**config.mk**
```make
export PLATFORM = sky130hd
export DESIGN_NAME = prim_mailbox
export DESIGN_NICKNAME = d
export VERILOG_FILES = /design/src/rtl/mbx_pkg.sv /design/src/rtl/mbx_prio_pick.sv /design/src/rtl/mbx_req_mux.sv /design/src/rtl/mbx_host_decode.sv /design/src/rtl/prim_mailbox.sv
export SDC_FILE = /design/constraint.sdc
export NUM_CORES = 1
export LEC_CHECK = 0
export ABC_AREA = 1
export BUFFER_PORTS_ARGS = -buffer_cell sky130_fd_sc_hd__buf_2
export CORE_AREA = 8 8 54 56
export CTS_CLUSTER_SIZE = 12
export DETAILED_ROUTE_END_ITERATION = 10
export DIE_AREA = 0 0 62 64
export PLACE_DENSITY = 0.82
export SLEW_MARGIN = 40
export SYNTH_ARGS = -nofsm -noshare
export SYNTH_HDL_FRONTEND = slang
export SYNTH_SLANG_ARGS = --single-unit
```
**constraint.sdc**
```tcl
create_clock -name clk -period 1.08 [get_ports clk]
set_input_delay 0.108 -clock clk [delete_from_list [all_inputs] [get_ports clk]]
set_output_delay 0.108 -clock clk [all_outputs]
set_load 0.05 [all_outputs]
```
**src/rtl/mbx_pkg.sv**
```systemverilog
package mbx_pkg;

    localparam int CODE_W = 4;
    localparam int PARM_W = 2;
    localparam int REG_W  = CODE_W + PARM_W + 2;

    // bit positions used by host software
    localparam int AVAIL_BIT = CODE_W + PARM_W;
    localparam int LOST_BIT  = CODE_W + PARM_W + 1;

    typedef struct packed {
        logic              lost;
        logic              avail;
        logic [PARM_W-1:0] parm;
        logic [CODE_W-1:0] code;
    } mbx_reg_t;

    localparam mbx_reg_t MBX_RESET = '{lost: 1'b0, avail: 1'b0, parm: '0, code: '0};

endpackage

```
**src/rtl/mbx_prio_pick.sv**
```systemverilog
module mbx_prio_pick #(
    parameter int NUM_REQ = 4,
    localparam int IDX_W  = (NUM_REQ > 1) ? $clog2(NUM_REQ) : 1
) (
    input  logic [NUM_REQ-1:0] valid,
    output logic [NUM_REQ-1:0] grant,
    output logic [IDX_W-1:0]   grant_idx,
    output logic               any
);

    // blocked[i] is high when some lower index is valid
    logic [NUM_REQ:0] blocked;

    assign blocked[0] = 1'b0;

    for (genvar g = 0; g < NUM_REQ; g++) begin : g_chain
        assign grant[g]     = valid[g] & ~blocked[g];
        assign blocked[g+1] = blocked[g] | valid[g];
    end

    assign any = blocked[NUM_REQ];

    always_comb begin
        grant_idx = '0;
        for (int i = NUM_REQ - 1; i >= 0; i--) begin
            if (valid[i]) begin
                grant_idx = IDX_W'(i);
            end
        end
    end

endmodule

```
**src/rtl/mbx_req_mux.sv**
```systemverilog
module mbx_req_mux
    import mbx_pkg::*;
#(
    parameter int NUM_REQ = 4,
    localparam int IDX_W  = (NUM_REQ > 1) ? $clog2(NUM_REQ) : 1
) (
    input  logic [NUM_REQ*CODE_W-1:0] req_code,
    input  logic [NUM_REQ*PARM_W-1:0] req_parm,
    input  logic [IDX_W-1:0]          sel,
    output logic [CODE_W-1:0]         code,
    output logic [PARM_W-1:0]         parm
);

    always_comb begin
        code = '0;
        parm = '0;
        for (int i = 0; i < NUM_REQ; i++) begin
            if (sel == IDX_W'(i)) begin
                code = req_code[i*CODE_W +: CODE_W];
                parm = req_parm[i*PARM_W +: PARM_W];
            end
        end
    end

endmodule

```
**src/rtl/mbx_host_decode.sv**
```systemverilog
module mbx_host_decode
    import mbx_pkg::*;
(
    input  logic             host_wr,
    input  logic [REG_W-1:0] host_wdata,
    output logic             clr_avail
);

    // only the available flag is writable (write one to clear)
    logic unused_wbits;

    assign clr_avail    = host_wr & host_wdata[AVAIL_BIT];
    assign unused_wbits = ^{host_wdata[LOST_BIT], host_wdata[AVAIL_BIT-1:0]};

endmodule

```
**src/rtl/prim_mailbox.sv**
```systemverilog
module prim_mailbox
    import mbx_pkg::*;
#(
    parameter int NUM_REQ = 4
) (
    input  logic                      clk,
    input  logic                      rst_n,
    input  logic [NUM_REQ-1:0]        req_valid,
    input  logic [NUM_REQ*CODE_W-1:0] req_code,
    input  logic [NUM_REQ*PARM_W-1:0] req_parm,
    output logic [NUM_REQ-1:0]        req_accept,
    output logic [NUM_REQ-1:0]        req_reject,
    input  logic                      host_wr,
    input  logic [REG_W-1:0]          host_wdata,
    output logic [REG_W-1:0]          host_rdata
);

    localparam int IDX_W = (NUM_REQ > 1) ? $clog2(NUM_REQ) : 1;

    typedef struct packed {
        mbx_reg_t               mbx;
        logic [NUM_REQ-1:0]     acc;
        logic [NUM_REQ-1:0]     rej;
    } mbx_next_t;

    mbx_reg_t  reg_q;
    mbx_next_t nxt_d;

    logic               clr_avail;
    logic [NUM_REQ-1:0] pick_grant;
    logic [IDX_W-1:0]   pick_idx;
    logic               pick_any;
    logic [CODE_W-1:0]  sel_code;
    logic [PARM_W-1:0]  sel_parm;

    mbx_host_decode u_dec (
        .host_wr    (host_wr),
        .host_wdata (host_wdata),
        .clr_avail  (clr_avail)
    );

    mbx_prio_pick #(.NUM_REQ(NUM_REQ)) u_pick (
        .valid     (req_valid),
        .grant     (pick_grant),
        .grant_idx (pick_idx),
        .any       (pick_any)
    );

    mbx_req_mux #(.NUM_REQ(NUM_REQ)) u_mux (
        .req_code (req_code),
        .req_parm (req_parm),
        .sel      (pick_idx),
        .code     (sel_code),
        .parm     (sel_parm)
    );

    always_comb begin
        logic slot_free;
        nxt_d     = '{mbx: reg_q, acc: '0, rej: '0};
        slot_free = ~reg_q.avail | clr_avail;

        if (slot_free && pick_any) begin
            nxt_d.acc = pick_grant;
        end
        nxt_d.rej = req_valid & ~nxt_d.acc;

        if (clr_avail) begin
            nxt_d.mbx.avail = 1'b0;
            nxt_d.mbx.lost  = 1'b0;
        end
        if (|nxt_d.acc) begin
            nxt_d.mbx.code  = sel_code;
            nxt_d.mbx.parm  = sel_parm;
            nxt_d.mbx.avail = 1'b1;
        end
        if (|nxt_d.rej) begin
            nxt_d.mbx.lost = 1'b1;
        end
    end

    always_ff @(posedge clk or negedge rst_n) begin
        if (!rst_n) begin
            reg_q <= MBX_RESET;
        end else begin
            reg_q <= nxt_d.mbx;
        end
    end

    assign req_accept = nxt_d.acc;
    assign req_reject = nxt_d.rej;
    assign host_rdata = reg_q;

endmodule

```
# --- Word level (Yosys, flattened, before mapping) ---
# Cells that the tools add are included.
word_totals:
  register_bits: 8
  in_bits: 39
  out_inout_bits: 16
  word_cells: 43
classes:
  n_eq_ne: 3
  muxes: 16
  bitwise_logic: 14
  reduce_logical: 6
ops:
  columns: ["op", "count"]
  rows:
  - ["2-to-1 mux 4 bit", 5]
  - ["2-to-1 mux 2 bit", 9]
  - ["OR reduction 4 bit", 2]
  - ["2-to-1 mux 7 bit", 1]
  - ["bitwise AND 1 bit", 4]
  - ["bitwise AND 4 bit", 1]
  - ["equality test 2 bit (second input constant)", 2]
  - ["NOT 1 bit", 4]
  - ["NOT 4 bit", 1]
  - ["bitwise OR 1 bit", 4]
  - ["nonzero test 2 bit", 2]
  - ["equality test 2 x 1 -> 1 bit (second input constant)", 1]
  - ["zero test 2 bit", 1]
  - ["logical AND 1 bit", 1]
  - ["2-to-1 mux 1 bit", 1]

# --- Logic depth before layout (Yosys ltp) ---
# Gate-level depths: netlist of run 1.
depth:
  ltp_word: 10
  ltp_mapped: 7
  ltp_nobuf: 7

# --- Hierarchy ---
# From an unflattened synthesis of run 1, not the netlist that was laid out.
unflattened:
  cells_unflattened: 116
  area_unflattened_um2: 758.2
modules_own_cells:
  columns: ["mod", "instances", "cells_per_inst", "area_per_inst_um2"]
  rows:
  - ["prim_mailbox", 1, 63, 496.7]
  - ["mbx_req_mux", 1, 35, 186.4]
  - ["mbx_prio_pick", 1, 16, 67.6]
  - ["mbx_host_decode", 1, 2, 7.5]

# --- Least setup slack after synthesis of run 1 ---
# OpenSTA, ideal clock, no wires.
synth_path:
  kind: "reg2out"
  start: "register reg_q, in the netlist host_rdata[6]"
  end: "output port req_reject[0]"
  arrival_time_ps: 1289
  path_slack_ps: -317
  path_stages_with_launch: 6
  path_cell_list: "dfrtp_1 -> nand2_1 -> nand2_4 -> nand2_1 -> inv_1 -> buf_4"
synth_rtl:
  columns: ["element", "line_no", "text"]
  rows:
  - ["start: declaration", "prim_mailbox.sv:26", "mbx_reg_t reg_q;"]
  - ["start signal: assignment", "prim_mailbox.sv:85", "reg_q <= nxt_d.mbx;"]
  - ["end: declaration", "prim_mailbox.sv:12", "output logic [NUM_REQ-1:0] req_reject,"]

# --- Worst setup path after layout of run 1 ---
layout_path:
  start: "register reg_q, in the netlist host_rdata[6]"
  end: "output port req_accept[2]"
layout_via:
  elab_chain_len: 4
layout_lines:
  columns: ["element", "line_no", "text"]
  rows:
  - ["NOT 1 bit", "prim_mailbox.sv:60", "slot_free = ~reg_q.avail | clr_avail;"]
  - ["bitwise OR 1 bit", "prim_mailbox.sv:60", null]
  - ["logical AND 1 bit", "prim_mailbox.sv:62", "if (slot_free && pick_any) begin"]
  - ["2-to-1 mux 4 bit", "prim_mailbox.sv:62", null]
  - ["end: declaration", "prim_mailbox.sv:11", "output logic [NUM_REQ-1:0] req_accept,"]
# Every way passes these cells.

==> qor.yml, run 1 <==
max_freq_mhz: 747
coreArea_um2: 2110
netlist.area_leader.share: 0.292
post_synth_num_cell_types: 18
yosys_warnings: 0
synth_seq_cells: 8
critical_path.max_fanout: 4
clk_latency_ns: 0.25
cts_tree: "built"
drc: 0
critPathCaptureType: "output port"
crit_arrival_ns: 1.23
grt_max_degree: 11
diodes: 0
p_leak_nw: 0.612
synth_top_area_cell: "dfrtp_1"
grt_overflow: 0
wl_per_cell_um: 12.2
rows: 17
critPathMaxStageDelay_ns: 0.41
ys_top_cells_by_area: "dfrtp_1 (29%), nand2_1 (16%), nor2_1 (11%), buf_4 (8.8%), inv_1 (6.6%)"
drtAntennaViolNets: 0
syn-num-nets: 143
clock-sinks: 8
cap_violations: 0
synth_cells: 104
path_class: "reg2out"
tns_ns: -2.25
drv_slew: 0
startpoint_type: "flop"
final_cells: 188
areaGrowthSynthToFinish_pct: 70.4
seq_area_frac_synth: 0.292
start_util: 0.326
rsz0062_at_grt: "yes"
setup_viol: 16
violations: "setup timing"
drtPass1Iterations: 4
place_area_um2: 960
cp_slowest_cell: "dfrtp_2"
h-tree-depth: 1
setup_slack_ns: -0.259
final_nets: 200
io_buffer_count: 47
post-route-min-period_ns: 1.34
final_area_um2: 1170
design.die.area_um2: 3970
vias: 835
hold_violations: 0
syn_area_um2: 686
timing_worst_slew_pin_value_ns: 0.322
crit_path_cell_trace: "nand2_4 > inv_6 > nor4_4 > buf_6"
required_ns: 0.97
avgSynthCellArea_um2: 6.59
cts-root-buf: "clkbuf_4"
io_pins: 55
hpwlAfterDp_um: 1720
clock_path_buffers: 2
cts_buffers: 3
vias_per_cell: 4.44
drive_above_1_share: 0.550
grt_pass1_vias: 869
relSlewSlack: 0.785
cts.clk_slew.worst_paths_ns: 0.06
die_y_um: 64
hold_class: "in2reg"
p_per_area_nw_per_um2: 1330
die_w_um: 62
fin_skew_ns: 0.00789
wirelength_um: 2300
holdWs_ns: 0.191
outcome: "complete, but fails checks"
drt_iter0_markers: 12
place_congestion: 0.853
grt_pass1_wl_um: 3730
largest_reg_flops: 8
antenna_found_initial: 0
dp.cells: 178
gr-usage-all-layers: 0.122
period_share: 1.24
peakVddDrop_uv: 532
## metrics by stage
step | setup slack (ns) | power [W] | util
after floorplan | -0.0981 | 0.000985 | -
after global placement | -0.0351 | 0.00117 | 0.456
after detailed placement | -0.0395 | 0.00118 | 0.456
after CTS | -0.233 | 0.00150 | 0.518
after global routing | -0.306 | 0.00167 | 0.555
final | -0.259 | 0.00156 | 0.555
## layout by cell type (no fill, tap or decap), types with 2 or more instances in the layout
cell	instances
buf_6	8
inv_1	9
buf_2	39
nor2_1	19
o21ai_2	5
nand2_4	3
nor2_4	2
buf_8	2
nand2_2	2
nor2_2	2
nand3_1	7
inv_6	2
clkbuf_4	3
nand2_1	27
inv_2	2
dfrtp_1	7
buf_4	9
nor3_2	2
## critical path, delay by kind of cell, from the launching register on
| kind | cells | cell delay (ns) |
|---|---|---|
| and+or+nand+nor | 2 | 0.30 |
| buffers and inverters | 2 | 0.26 |
| DFF | 1 | 0.41 |
## layout make-up
type	count	area, um^2
repair buffers	59	393
clock buffers	4	26.3
well taps	28	35.0
flip-flops and latches	8	201
multi-input cells	75	438
fillers	197	937
repair inverters	1	8.76
inverters	13	66.3
## power breakdown
part	leakage, nW	total, W	internal [W]	switching (W)
Combinational	0.510	0.000920	0.000297	0.000623
Clock	0.0150	0.000236	0.000141	0.0000948
Sequential	0.0874	0.000403	0.000369	0.0000347
## per-layer routing
layer | vias to the layer above | GRT usage | wire length [um]
met4 | 0 | 0.0598 | 44
met2 | 38 | 0.210 | 1210
met1 | 364 | 0.132 | 847
met3 | 6 | 0.0280 | 197
met5 | - | 0 | 0
li1 | 427 | - | -
## path summary, 6_finish.rpt
check	from	endpoint	slack, ns	depth (start not counted)
setup / recovery	host_rdata[6]$_DFFE_PN0P_	req_accept[2]	-0.26	4
max in group asynchronous	rst_n	host_rdata[6]$_DFFE_PN0P_	0.69	2
setup reg to reg	host_rdata[6]$_DFFE_PN0P_	host_rdata[3]$_DFFE_PN0P_	-0.12	7
min in group asynchronous	rst_n	host_rdata[3]$_DFFE_PN0P_	0.22	2
hold / removal	req_code[1]	host_rdata[1]$_DFFE_PN0P_	0.19	5
hold reg to reg	host_rdata[4]$_DFFE_PN0P_	host_rdata[4]$_DFFE_PN0P_	0.50	2
## cell usage after synthesis
cell type / n
a21oi_1: 3
buf_4: 8
dfrtp_1: 8
inv_1: 12
inv_6: 1
nand2_1: 29
nand2_2: 1
nand2_4: 2
nand3_1: 7
nand3_4: 1
nor2_1: 21
nor2_2: 1
nor2_4: 1
nor3_1: 1
nor3_2: 1
nor4_1: 1
o21ai_1: 1
o21ai_2: 5
## cells by family (layout without fill, tap and decap cells)
family | count (synthesis) | after routing | synth area share
AOI/OAI and AO/OA | 9 | 9 | 0.0930
DFF | 8 | 8 | 0.292
buffers and inverters | 21 | 77 | 0.166
and+or+nand+nor | 66 | 66 | 0.449
## what timing repair did
| item | 4_1_cts | 5_1_grt |
|---|---|---|
| hold endpoints to repair | 8 | 0 |
| hold buffers | 1 | 0 |
| endpoints found under the setup margin | 8 | 15 |
| gates cloned | 0 | 1 |
| setup buffers | 2 | 2 |
| resized for setup | 24 | 13 |
| pin swaps | 3 | 4 |
(Power assumes the default switching activity.)
==> inputs of run 2 (changes only) <==
CORE_AREA = 8 8 53 55   (was 8 8 54 56)
CTS_BUF_LIST = sky130_fd_sc_hd__clkbuf_4 sky130_fd_sc_hd__clkbuf_8   (was not set)
DIE_AREA = 0 0 61 63   (was 0 0 62 64)
PLACE_DENSITY = 0.85   (was 0.82)
==> run 2 against run 1 <==
Effect of this change: the run still ends with setup timing left; sequential share of layout area down 0.38 points; utilization rose by 2.4 points; hold slack worse by 0.0077 ns; first-iteration DRC count increased by 83%; clock skew is 0.00081 ns higher; setup slack better by 0.016 ns; register-to-register slack improved by 0.04 ns; clock power increased by 18%; sequential cell count did not move; highest routed layer unchanged.
==> qor.yml, run 2 (synthesis gave the netlist of run 1 again) <==
outcome: "complete, but fails checks"  # unchanged
violations: "setup timing"  # unchanged
period_share: 1.23  # was 1.24
die_y_um: 63  # was 64 um
path_class: "reg2out"  # unchanged
vias: 841  # was 835
clock_path_buffers: 2  # unchanged
grt_max_degree: 11  # unchanged
dp.cells: 177  # was 178
h-tree-depth: 1  # unchanged
timing_worst_slew_pin_value_ns: 0.338  # was 0.322 ns
areaGrowthSynthToFinish_pct: 74.3  # was 70.4%
gr-usage-all-layers: 0.128  # was 0.122
peakVddDrop_uv: 537  # was 532 uV
drtPass1Iterations: 4  # unchanged
hpwlAfterDp_um: 1750  # was 1720 um
tns_ns: -1.97  # was -2.25 ns
clk_latency_ns: 0.26  # was 0.25 ns
max_freq_mhz: 755  # was 747 MHz
setup_viol: 15  # was 16
largest_reg_flops: 8  # unchanged
setup_slack_ns: -0.244  # was -0.259 ns
rows: 17  # unchanged
io_pins: 55  # unchanged
antenna_found_initial: 0  # unchanged
grt_pass1_wl_um: 3860  # was 3730 um
startpoint_type: "flop"  # unchanged
hold_class: "in2reg"  # unchanged
grt_pass1_vias: 810  # was 869
drtAntennaViolNets: 0  # unchanged
fin_skew_ns: 0.00870  # was 0.00789 ns
crit_arrival_ns: 1.22  # was 1.23 ns
required_ns: 0.97  # about the same
cts.clk_slew.worst_paths_ns: 0.06  # about the same
cts-root-buf: "clkbuf_4"  # unchanged
holdWs_ns: 0.183  # was 0.191 ns
final_cells: 188  # unchanged
p_per_area_nw_per_um2: 1370  # was 1330 nW/um^2
cts_buffers: 3  # unchanged
drc: 0  # unchanged
cap_violations: 0  # unchanged
final_cell_mix: "buf_2 (39), nand2_1 (26), nor2_1 (18)"  # was buf_2 (39), nand2_1 (27), nor2_1 (19)
p_leak_nw: 0.622  # was 0.612 nW
io_buffer_count: 47  # unchanged
vias_per_cell: 4.47  # was 4.44
clock-sinks: 8  # unchanged
critPathCaptureType: "output port"  # unchanged
total_power_w: 0.00164  # was 0.00156 W
post-route-min-period_ns: 1.32  # was 1.34 ns
relSlewSlack: 0.774  # was 0.785
place_area_um2: 952  # was 960 um^2
grt_overflow: 0  # unchanged
drv_slew: 0  # unchanged
layout_commonest_cell: "buf_2"  # unchanged
start_util: 0.332  # was 0.326
design.die.area_um2: 3840  # was 3970 um^2
coreArea_um2: 2060  # was 2110 um^2
drive_above_1_share: 0.569  # was 0.550
diodes: 0  # unchanged
die_w_um: 61  # was 62 um
cts_tree: "built"  # unchanged
final_area_um2: 1190  # was 1170 um^2
wl_per_cell_um: 13.1  # was 12.2 um
final_nets: 200  # unchanged
fillers: 195  # was 197
hold_violations: 0  # unchanged
drt_iter0_markers: 22  # was 12
place_congestion: 0.871  # was 0.853
critical_path.max_fanout: 4  # unchanged
wirelength_um: 2470  # was 2300 um
rsz0062_at_grt: "yes"  # unchanged
-- run 2: cell counts in the layout (fill, tap and decap cells not counted) --
No cell type changed its count.
-- run 2: stage by stage --
stage	setup WS, ns	utilization
after floorplan	-0.0981	-
after detailed placement	-0.123	0.461
after global routing	-0.302	0.579
final	-0.244	0.579
after global placement	-0.0401	0.461
after CTS	-0.227	0.551
-- run 2: layout make-up --
| cell class | instances | area, um^2 | share of cell area |
|---|---|---|---|
| clock buffers | 4 | 30.0 | 0.0251 |
| inverters | 13 | 63.8 | 0.0534 |
| multi-input cells | 75 | 463 | 0.387 |
| flip-flops and latches | 8 | 201 | 0.169 |
| well taps | 28 | 35.0 | 0.0293 |
| repair buffers | 59 | 393 | 0.329 |
| repair inverters | 1 | 8.76 | 0.00733 |
-- run 2: worst paths after layout --
kind	startpoint	end	slack, ns	cells past startpoint
hold reg to reg	host_rdata[7]$_DFFE_PN0P_	host_rdata[7]$_DFFE_PN0P_	0.49	2
hold / removal	req_code[15]	host_rdata[3]$_DFFE_PN0P_	0.18	5
setup / recovery	host_rdata[6]$_DFFE_PN0P_	req_reject[3]	-0.24	5
max in group asynchronous	rst_n	host_rdata[6]$_DFFE_PN0P_	0.68	2
setup reg to reg	host_rdata[6]$_DFFE_PN0P_	host_rdata[5]$_DFFE_PN0P_	-0.08	7
min in group asynchronous	rst_n	host_rdata[7]$_DFFE_PN0P_	0.22	2
-- run 2: layer usage --
| layer | global-route usage | up-vias | part of all wire |
|---|---|---|---|
| met5 | 0 | - | 0 |
| li1 | - | 426 | - |
| met1 | 0.165 | 375 | 0.41 |
| met3 | 0.0288 | 2 | 0.056 |
| met2 | 0.196 | 38 | 0.52 |
| met4 | 0.0466 | 0 | 0.012 |
-- run 2: worst max-delay path, cell delays in order, from the launching register on --
cell and delay [ns]:
dfrtp_2 0.43, nand2_4 0.11, inv_4 0.07, o21ai_4 0.15, inv_2 0.05, buf_6 0.15
-- run 2: repair_timing --
item | 4_1_cts | 5_1_grt
gates resized for setup | 31 | 10
hold buffers | 1 | 0
pin swaps | 3 | 9
hold endpoints to repair | 8 | 0
cloned | 0 | 1
endpoints found under the setup margin | 8 | 15
buffers inserted | 4 | 1
-- run 2: report_power, final --
group          total, W  leakage [nW]  switching, W  internal [W]
Clock          0.000278        0.0184      0.000111      0.000167
Combinational  0.000954         0.517      0.000642      0.000312
Sequential     0.000409        0.0874     0.0000400      0.000369
==> inputs of run 3 (changes only) <==
PLACE_DENSITY = 0.8   (was 0.85)
==> run 3 against run 2 <==
Effect of this change: the flow still finishes with violations (setup timing); register-to-register slack lost 0.03 ns; sequential share of layout area increased by 0.21 points; sequential power barely moved; critical path depth is the same; final area decreased by 1.3%; global-route usage is 1.1 points lower; maximum frequency is 1.1% lower; clock skew down 0.0015 ns.
==> qor.yml, run 3 (synthesis gave the netlist of run 1 again) <==
wirelength_um: 2160  # was 2470 um
max_freq_mhz: 747  # was 755 MHz
r2r_slack_ns: -0.11  # was -0.08 ns
hold_class: "in2reg"  # unchanged
reg2reg_depth: 7  # unchanged
cts-root-buf: "clkbuf_4"  # unchanged
die_w_um: 61  # unchanged
rsz0062_at_grt: "yes"  # unchanged
outcome: "complete, but fails checks"  # unchanged
h-tree-depth: 1  # unchanged
vias: 830  # was 841
hold_violations: 0  # unchanged
rows: 17  # unchanged
p_leak_nw: 0.622  # about the same
grt_overflow: 0  # unchanged
drv_slew: 0  # unchanged
min_to: "host_rdata[3]$_DFFE_PN0P_"  # unchanged
drtAntennaViolNets: 0  # unchanged
grt_max_degree: 9  # was 11
drive_above_1_share: 0.560  # was 0.569
pre_cts_ws_ns: -0.0520  # was -0.123 ns
cts_tree: "built"  # unchanged
clock_power_share: 0.167  # was 0.169
die_y_um: 63  # unchanged
drtPass1Iterations: 4  # unchanged
final_nets: 199  # was 200
drt_iter0_markers: 16  # was 22
clk_latency_ns: 0.26  # about the same
worst-path-buf-inv: 3  # unchanged
hold_start: "req_code[7]"  # was req_code[15]
cts.clk_slew.worst_paths_ns: 0.06  # about the same
cp_slowest_cell: "dfrtp_2"  # unchanged
grt_pass1_wl_um: 3570  # was 3860 um
clock_path_buffers: 2  # unchanged
wl_per_cell_um: 11.5  # was 13.1 um
setup_slack_ns: -0.258  # was -0.244 ns
gr-usage-all-layers: 0.116  # was 0.128
place_congestion: 0.844  # was 0.871
swShare: 0.473  # was 0.483
grt_pass1_vias: 908  # was 810
crit_arrival_ns: 1.23  # was 1.22 ns
critPathCaptureType: "output port"  # unchanged
io_pins: 55  # unchanged
required_ns: 0.97  # about the same
timing_worst_slew_pin_value_ns: 0.322  # was 0.338 ns
fillers: 196  # was 195
hpwlAfterDp_um: 1760  # was 1750 um
cap_violations: 0  # unchanged
p_sw_w: 0.000758  # was 0.000793 W
final_util: 0.572  # was 0.579
coreArea_um2: 2060  # unchanged
antenna_found_initial: 0  # unchanged
path_class: "reg2out"  # unchanged
total_power_w: 0.00160  # was 0.00164 W
start_util: 0.332  # unchanged
io_buffer_count: 47  # unchanged
startpoint_type: "flop"  # unchanged
setup_viol: 14  # was 15
crit_path_cell_trace: "nand2_4 > inv_6 > o21ai_2 > inv_1 > buf_6"  # was nand2_4 > inv_4 > o21ai_4 > inv_2 > buf_6
design.die.area_um2: 3840  # unchanged
critical_path.max_fanout: 5  # was 4
combinationalPowerShare: 0.578  # was 0.582
dp.cells: 177  # unchanged
areaGrowthSynthToFinish_pct: 72.1  # was 74.3%
relSlewSlack: 0.785  # was 0.774
final_cell_mix: "buf_2 (39), nand2_1 (26), nor2_1 (17)"  # was buf_2 (39), nand2_1 (26), nor2_1 (18)
critPathTopFamily: "flip-flops"  # unchanged
intPower_w: 0.000846  # was 0.000848 W
layout_commonest_cell: "buf_2"  # unchanged
fin_skew_ns: 0.00716  # was 0.00870 ns
peakVddDrop_uv: 611  # was 537 uV
rr_startpoint: "host_rdata[6]$_DFFE_PN0P_"  # unchanged
critPathMaxStageDelay_ns: 0.42  # was 0.43 ns
timing.rr.end: "host_rdata[7]$_DFFE_PN0P_"  # was host_rdata[5]$_DFFE_PN0P_
vias_per_cell: 4.44  # was 4.47
post-route-min-period_ns: 1.34  # was 1.32 ns
clock-sinks: 8  # unchanged
p_per_area_nw_per_um2: 1360  # was 1370 nW/um^2
power.share.sequential: 0.255  # was 0.249
worstHoldPathCells: 5  # unchanged
drc: 0  # unchanged
final_cells: 187  # was 188
holdWs_ns: 0.180  # was 0.183 ns
period_share: 1.24  # was 1.23
diodes: 0  # unchanged
largest_reg_flops: 8  # unchanged
violations: "setup timing"  # unchanged
cts_buffers: 3  # unchanged
[run 3: metrics by stage]
stage | area [um^2] | TNS (ns)
final | 1180 | -2.10
after global routing | 1180 | -2.84
after CTS | 1130 | -1.91
after detailed placement | 965 | -0.238
after global placement | 965 | -0.0467
after floorplan | 704 | -0.451
[run 3: layer usage]
metal	routed length, um	vias to the layer above	track usage	share of wire
met5	0	-	0	0
met4	30	0	0.0700	0.014
met3	158	4	0.0267	0.073
met2	1140	31	0.194	0.53
met1	835	373	0.126	0.39
li1	-	422	-	-
[run 3: cell type report]
class,instances,area (um^2),share of cell area
clock buffer,4,30.0,0.0255
inverter,13,66.3,0.0562
multi-input combinational,75,445,0.378
sequential,8,201,0.171
tap,28,35.0,0.0297
timing repair buffer,59,402,0.340
[run 3: repair_timing]
action | CTS | global route
pin swaps | 6 | 9
setup buffers | 5 | 2
endpoints found under the hold margin | 8 | 0
gates resized for setup | 29 | 9
hold buffers | 1 | 0
endpoints found under the setup margin | 13 | 14
[run 3: tightest hold or removal path: cells and delay by family]
| family | cells | cell delay (ns) |
|---|---|---|
| simple gates | 4 | 0.21 |
| buf+inv | 1 | 0.08 |
[run 3: worst max path at each step]
stage | startpoint | to | slack, ns | cells past startpoint
floorplan | host_rdata[6]$_DFFE_PN0P_ | req_accept[2] | -0.1 | 4
global placement | host_rdata[6]$_DFFE_PN0P_ | req_accept[2] | -0.03 | 4
detailed placement | host_rdata[6]$_DFFE_PN0P_ | host_rdata[4]$_DFFE_PN0P_ | -0.05 | 7
CTS | host_rdata[6]$_DFFE_PN0P_ | req_accept[2] | -0.25 | 4
global route | host_rdata[6]$_DFFE_PN0P_ | req_reject[3] | -0.31 | 5
finish | host_rdata[6]$_DFFE_PN0P_ | req_reject[3] | -0.26 | 5
[run 3: power by group through the flow]
stage | clock network (W) | logic [W] | registers [W]
global route | 0.000298 | 0.000988 | 0.000417
finish | 0.000268 | 0.000928 | 0.000409
global placement | 0 | 0.000773 | 0.000407
detailed placement | 0 | 0.000789 | 0.000411
CTS | 0.000277 | 0.000897 | 0.000410
floorplan | 0 | 0.000333 | 0.000651
